--- src/rtl/tile_xpose_pkg.sv ---
package tile_xpose_pkg;

  typedef enum logic [1:0] {
    XM_ROWCOL = 2'd0,
    XM_COLROW = 2'd1,
    XM_DIAG   = 2'd2,
    XM_RSVD   = 2'd3
  } xpose_mode_e;

  typedef enum logic [1:0] {
    PH_IDLE  = 2'd0,
    PH_READ  = 2'd1,
    PH_WRITE = 2'd2
  } xpose_phase_e;

  function automatic logic mode_usable(input logic [1:0] m);
    return m != XM_RSVD;
  endfunction

endpackage

--- src/rtl/tile_xpose_lanemap.sv ---
module tile_xpose_lanemap
  import tile_xpose_pkg::*;
#(
  parameter int W  = 8,
  localparam int LW = $clog2(W),
  localparam int AW = 2 * LW
) (
  input  xpose_mode_e     mode,
  input  logic            is_write,
  input  logic [LW-1:0]   warp,
  output logic [W*AW-1:0] addr_flat,
  output logic [W*LW-1:0] bank_flat
);

  // Row/column of the element that lane `lane` touches on warp `wi`.
  function automatic logic [AW-1:0] lane_elem(input xpose_mode_e m,
                                              input logic wr,
                                              input logic [LW-1:0] wi,
                                              input logic [LW-1:0] lane);
    logic [LW-1:0] diag;
    logic [LW-1:0] r;
    logic [LW-1:0] c;
    diag = wi + lane;
    unique case (m)
      XM_COLROW: begin r = wr ? wi   : lane; c = wr ? lane : wi;   end
      XM_DIAG:   begin r = wr ? diag : lane; c = wr ? lane : diag; end
      default:   begin r = wr ? lane : wi;   c = wr ? wi   : lane; end
    endcase
    return {r, c};
  endfunction

  for (genvar l = 0; l < W; l++) begin : g_lane
    logic [AW-1:0] elem;
    assign elem = lane_elem(mode, is_write, warp, LW'(l));
    assign addr_flat[l*AW +: AW] = elem;
    assign bank_flat[l*LW +: LW] = elem[LW-1:0];
  end

endmodule

--- src/rtl/tile_xpose_bankchk.sv ---
module tile_xpose_bankchk #(
  parameter int W  = 8,
  localparam int LW = $clog2(W)
) (
  input  logic [W*LW-1:0] bank_flat,
  output logic            distinct
);

  logic [W*W-1:0] clash;

  for (genvar a = 0; a < W; a++) begin : g_a
    for (genvar b = 0; b < W; b++) begin : g_b
      if (b > a) begin : g_pair
        assign clash[a*W+b] = bank_flat[a*LW +: LW] == bank_flat[b*LW +: LW];
      end else begin : g_none
        assign clash[a*W+b] = 1'b0;
      end
    end
  end

  assign distinct = ~|clash;

endmodule

--- src/rtl/tile_xpose_seq.sv ---
module tile_xpose_seq
  import tile_xpose_pkg::*;
#(
  parameter int W  = 8,
  localparam int LW = $clog2(W)
) (
  input  logic          clk,
  input  logic          rst_n,
  input  logic          start_i,
  input  logic [1:0]    mode_i,
  input  logic          ready_i,
  output xpose_phase_e  phase,
  output logic [LW-1:0] warp,
  output xpose_mode_e   mode_q,
  output logic          done_q,
  output logic          ev_start,
  output logic          ev_read_acc,
  output logic          ev_write_acc,
  output logic          ev_last
);

  localparam logic [LW-1:0] LAST_WARP = LW'(W - 1);

  assign ev_start     = (phase == PH_IDLE) && start_i && mode_usable(mode_i);
  assign ev_read_acc  = (phase == PH_READ) && ready_i;
  assign ev_write_acc = (phase == PH_WRITE) && ready_i;
  assign ev_last      = ev_write_acc && (warp == LAST_WARP);

  always_ff @(posedge clk or negedge rst_n) begin
    if (!rst_n) begin
      phase  <= PH_IDLE;
      warp   <= '0;
      mode_q <= XM_ROWCOL;
      done_q <= 1'b0;
    end else begin
      done_q <= ev_last;
      unique case (phase)
        PH_IDLE: if (ev_start) begin
          phase  <= PH_READ;
          warp   <= '0;
          mode_q <= xpose_mode_e'(mode_i);
        end
        PH_READ: if (ev_read_acc) phase <= PH_WRITE;
        PH_WRITE: if (ev_write_acc) begin
          if (ev_last) begin
            phase <= PH_IDLE;
          end else begin
            phase <= PH_READ;
            warp  <= warp + 1'b1;
          end
        end
        default: phase <= PH_IDLE;
      endcase
    end
  end

endmodule

--- src/rtl/tile_xpose_agen.sv ---
module tile_xpose_agen
  import tile_xpose_pkg::*;
#(
  parameter int W  = 8,
  localparam int LW = $clog2(W),
  localparam int AW = 2 * LW
) (
  input  logic            clk,
  input  logic            rst_n,
  input  logic            start_i,
  input  logic [1:0]      mode_i,
  input  logic            vec_ready_i,
  output logic            vec_valid_o,
  output logic            vec_write_o,
  output logic [LW-1:0]   vec_warp_o,
  output logic [W*AW-1:0] vec_addr_o,
  output logic            vec_cfree_o,
  output logic            done_o
);

  xpose_phase_e  phase;
  xpose_mode_e   mode_q;
  logic [LW-1:0] warp;
  logic [W*LW-1:0] bank_flat;
  logic ev_start, ev_read_acc, ev_write_acc, ev_last;

  tile_xpose_seq #(.W(W)) u_seq (
    .clk          (clk),
    .rst_n        (rst_n),
    .start_i      (start_i),
    .mode_i       (mode_i),
    .ready_i      (vec_ready_i),
    .phase        (phase),
    .warp         (warp),
    .mode_q       (mode_q),
    .done_q       (done_o),
    .ev_start     (ev_start),
    .ev_read_acc  (ev_read_acc),
    .ev_write_acc (ev_write_acc),
    .ev_last      (ev_last)
  );

  tile_xpose_lanemap #(.W(W)) u_map (
    .mode      (mode_q),
    .is_write  (phase == PH_WRITE),
    .warp      (warp),
    .addr_flat (vec_addr_o),
    .bank_flat (bank_flat)
  );

  tile_xpose_bankchk #(.W(W)) u_bank (
    .bank_flat (bank_flat),
    .distinct  (vec_cfree_o)
  );

  assign vec_valid_o = phase != PH_IDLE;
  assign vec_write_o = phase == PH_WRITE;
  assign vec_warp_o  = warp;

endmodule

--- config.mk ---
export PLATFORM = sky130hd
export DESIGN_NAME = tile_xpose_agen
export DESIGN_NICKNAME = d
export VERILOG_FILES = /design/src/rtl/tile_xpose_pkg.sv /design/src/rtl/tile_xpose_lanemap.sv /design/src/rtl/tile_xpose_bankchk.sv /design/src/rtl/tile_xpose_seq.sv /design/src/rtl/tile_xpose_agen.sv
export SDC_FILE = /design/constraint.sdc
export NUM_CORES = 1
export LEC_CHECK = 0
export BUFFER_PORTS_ARGS = -buffer_cell sky130_fd_sc_hd__buf_2
export CAP_MARGIN = 20
export CORE_ASPECT_RATIO = 0.8
export CORE_MARGIN = 1.5
export CORE_UTILIZATION = 36
export DETAILED_ROUTE_END_ITERATION = 8
export GPL_TIMING_DRIVEN = 0
export SLEW_MARGIN = 10
export SYNTH_ARGS = -nofsm -noshare
export SYNTH_HDL_FRONTEND = slang
export SYNTH_HIERARCHICAL = 1
export SYNTH_SLANG_ARGS = --single-unit
--- constraint.sdc ---
create_clock -name clk -period 3.2 [get_ports clk]
set_clock_uncertainty 0.15 [all_clocks]
set_input_delay 0.32 -clock clk [delete_from_list [all_inputs] [get_ports clk]]
set_output_delay 0.32 -clock clk [all_outputs]
set_load 0.01 [all_outputs]
==> key figures <==
Status
  • Outcome: finished, violations left
  • Violated checks: setup timing

Floorplan
  • # rows: 26
  • I/O pin cnt: 61
  • Area of the die: 7240 um^2
  • Die extent in x: 94.76 um
  • Starting utilization of the core area: 37.65%
  • Core Region: 6441 um^2
  • Height of the die: 76.41 um

Routing
  • Average vias per placed instance: 4.975
  • Remaining routing DRC violations: 0
  • Post-route ant nets: 0
  • WL per Instance: 14.73 um
  • Pre-antenna DRT Iters: 4
  • Total number of vias: 2398
  • Detailed Route WL: 7099 um
  • Starting DRT DRC Count: 130

Layout
  • Layout Utilization: 52.02%
  • Final Net Count: 411
  • Layout filler cell count: 666
  • Layout area overhead: 38.18%
  • Share of post-route cells with drive strength above 1: 51.01%
  • Diode count: 0
  • Highest-count cells in the layout ignoring fill and taps: buf_4 (67), buf_2 (61), xor2_1 (45)
  • Final instance area: 3351 um^2
  • Most common cell after layout, fill and taps aside: buf_4

Clock tree
  • Number of buffers created by CTS: 3
  • Clock input transition at the sequential cells of the worst setup and hold paths: 0.04 ns
  • Clock tree from TritonCTS: built
  • Number of clock sinks: 8
  • Clock Latency Late Sink: 0.23 ns
  • Library cell used as clock root buffer: clkbuf_8
  • H-tree depth reported by CTS: 1
  • Buffers from clock root to sink, at most: 2

Setup path
  • Ordered cell list for the critical path: ha_4, buf_6, or2_4, o21ai_4, buf_4, buf_6, xor2_2, nor3_2, a31oi_1, o311ai_1, or4_1, nor3_2, buf_2
  • Worst setup SP type: flip-flop
  • Largest fanout on the critical path: 7
  • CP required: 2.73 ns
  • Arrival time worst endpoint: 3.15 ns
  • Kind of capture point of the worst setup path: output pin
  • Setup Crit Path Kind: reg2out
  • Largest stage delay on the critical path: 0.54 ns
  • Crit path max-delay cell type: or4_1

STA
  • Period Utilization, post-route: 113.1%
  • Max-slew violation count: 0
  • Final worst path period need: 3.619 ns
  • Worst slew margin relative to its limit: 72.79%
  • Setup repair after global routing missed its margin: true
  • Setup-failing EPs final: 1
  • Fmax: 276.3 MHz
  • Hold Violations, Final: 0
  • Min setup slack post-route: -0.4192 ns
  • Actual transition at the worst max-transition pin: 0.4059 ns

Flow run
  • Number of max-cap violations: 0

Yosys
  • Cell count after synthesis: 322
  • Per-instance average area after synthesis: 7.531 um^2
  • Netlist Area Pre-Place: 2425 um^2
  • Number of warnings issued by yosys: 6
  • Post-Syn Nets: 334

Placement
  • HPWL after DPL: 5230 um
  • Area of placed instances: 3009 um^2
  • Last weighted congestion value of the routability-driven placer: 0.8772
  • Count of buffers from port buffering: 60

GRT
  • Aggregate global-route resource usage: 19.25%
  • Met1 global-route usage: 31.09%
  • Maximum number of pins on one net before global-route repair: 13
  • Met3 layer usage reported by global route: 2.096%
  • GRT met2 Usage: 27.50%
  • Overflow left after global routing: 0
  • Initial antenna violation count: 0
  • Layer with the highest usage: met1
  • Number of global-route vias before repair: 2222
  • First-pass GRT wire length: 11180 um

Min path
  • Worst min-delay path class: in2reg
[final cells by class]
| type | instances | area, um^2 | area share [%] |
|---|---|---|---|
| sequential | 8 | 205.2 | 6.124 |
| clock buffer | 4 | 45.04 | 1.344 |
| timing repair buffer | 98 | 585.6 | 17.48 |
| buffer | 47 | 424.2 | 12.66 |
| inverter | 9 | 42.54 | 1.270 |
| multi-input combinational | 232 | 1943 | 57.99 |
| tap | 84 | 105.1 | 3.137 |
[per-stage QoR]
| stage | setup slack, ns | cells | setup TNS [ns] | hold slack (ns) |
|---|---|---|---|---|
| 6_report | -0.4192 | 482 | -0.4192 | 0.1817 |
| 5_1_grt | -0.5830 | 482 | -0.5830 | 0.1869 |
| 4_1_cts | -0.4743 | 469 | -0.4743 | 0.1832 |
| 3_5_place_dp | -0.4276 | 466 | -0.4276 | 0.02247 |
| 3_3_place_gp | -0.4120 | 466 | -0.4120 | 0.02278 |
| 2_1_floorplan | -0.03655 | 322 | -0.03655 | -0.1256 |
[registers in the layout, indices dropped and copies added (netlist names)]
| signal | flops |
|---|---|
| u_seq/done_q | 1 |
| u_seq/mode_q | 2 |
| u_seq/phase | 2 |
| u_seq/warp | 3 |
[metal layers]
layer,wire length (um),share of wire [%]
met1,3771,53
met2,3020,43
met3,286,4.0
met4,20,0.28
met5,0,0
[final timing paths]
| check | start | end | slack (ns) | cells after the start |
|---|---|---|---|---|
| worst max-delay path | u_seq/mode_q[1] | vec_cfree_o | -0.42 | 13 |
| worst min-delay path | vec_ready_i | u_seq/phase[0] | 0.18 | 2 |
| worst max register to register | u_seq/warp[0] | u_seq/warp[0] | 1.34 | 6 |
| worst min register to register | u_seq/phase[0] | u_seq/phase[1] | 0.43 | 1 |
| max in group asynchronous | rst_n | u_seq/warp[0] | 2.38 | 2 |
| min in group asynchronous | rst_n | u_seq/warp[2] | 0.33 | 2 |
[critical path: cells and delay by family (launching register included)]
family | cells | cell delay, ns
AOI/OAI and AO/OA | 3 | 0.51
xor gates and xnor gates | 1 | 0.15
adders and majority gates | 1 | 0.23
buffers and inverters | 4 | 0.55
DFF | 1 | 0.43
and+or+nand+nor | 4 | 1.03
[repair_timing]
action | 4_1_cts | 5_1_grt
pin swaps | 22 | 17
setup endpoints to repair | 1 | 1
setup buffers | 17 | 18
resized for setup | 25 | 27
gates cloned | 2 | 0
hold endpoints to repair | 8 | 0
hold buffers | 1 | 0
Power is not shown: default switching activity piles up to over one toggle a cycle in this logic, so the estimate is an artifact.
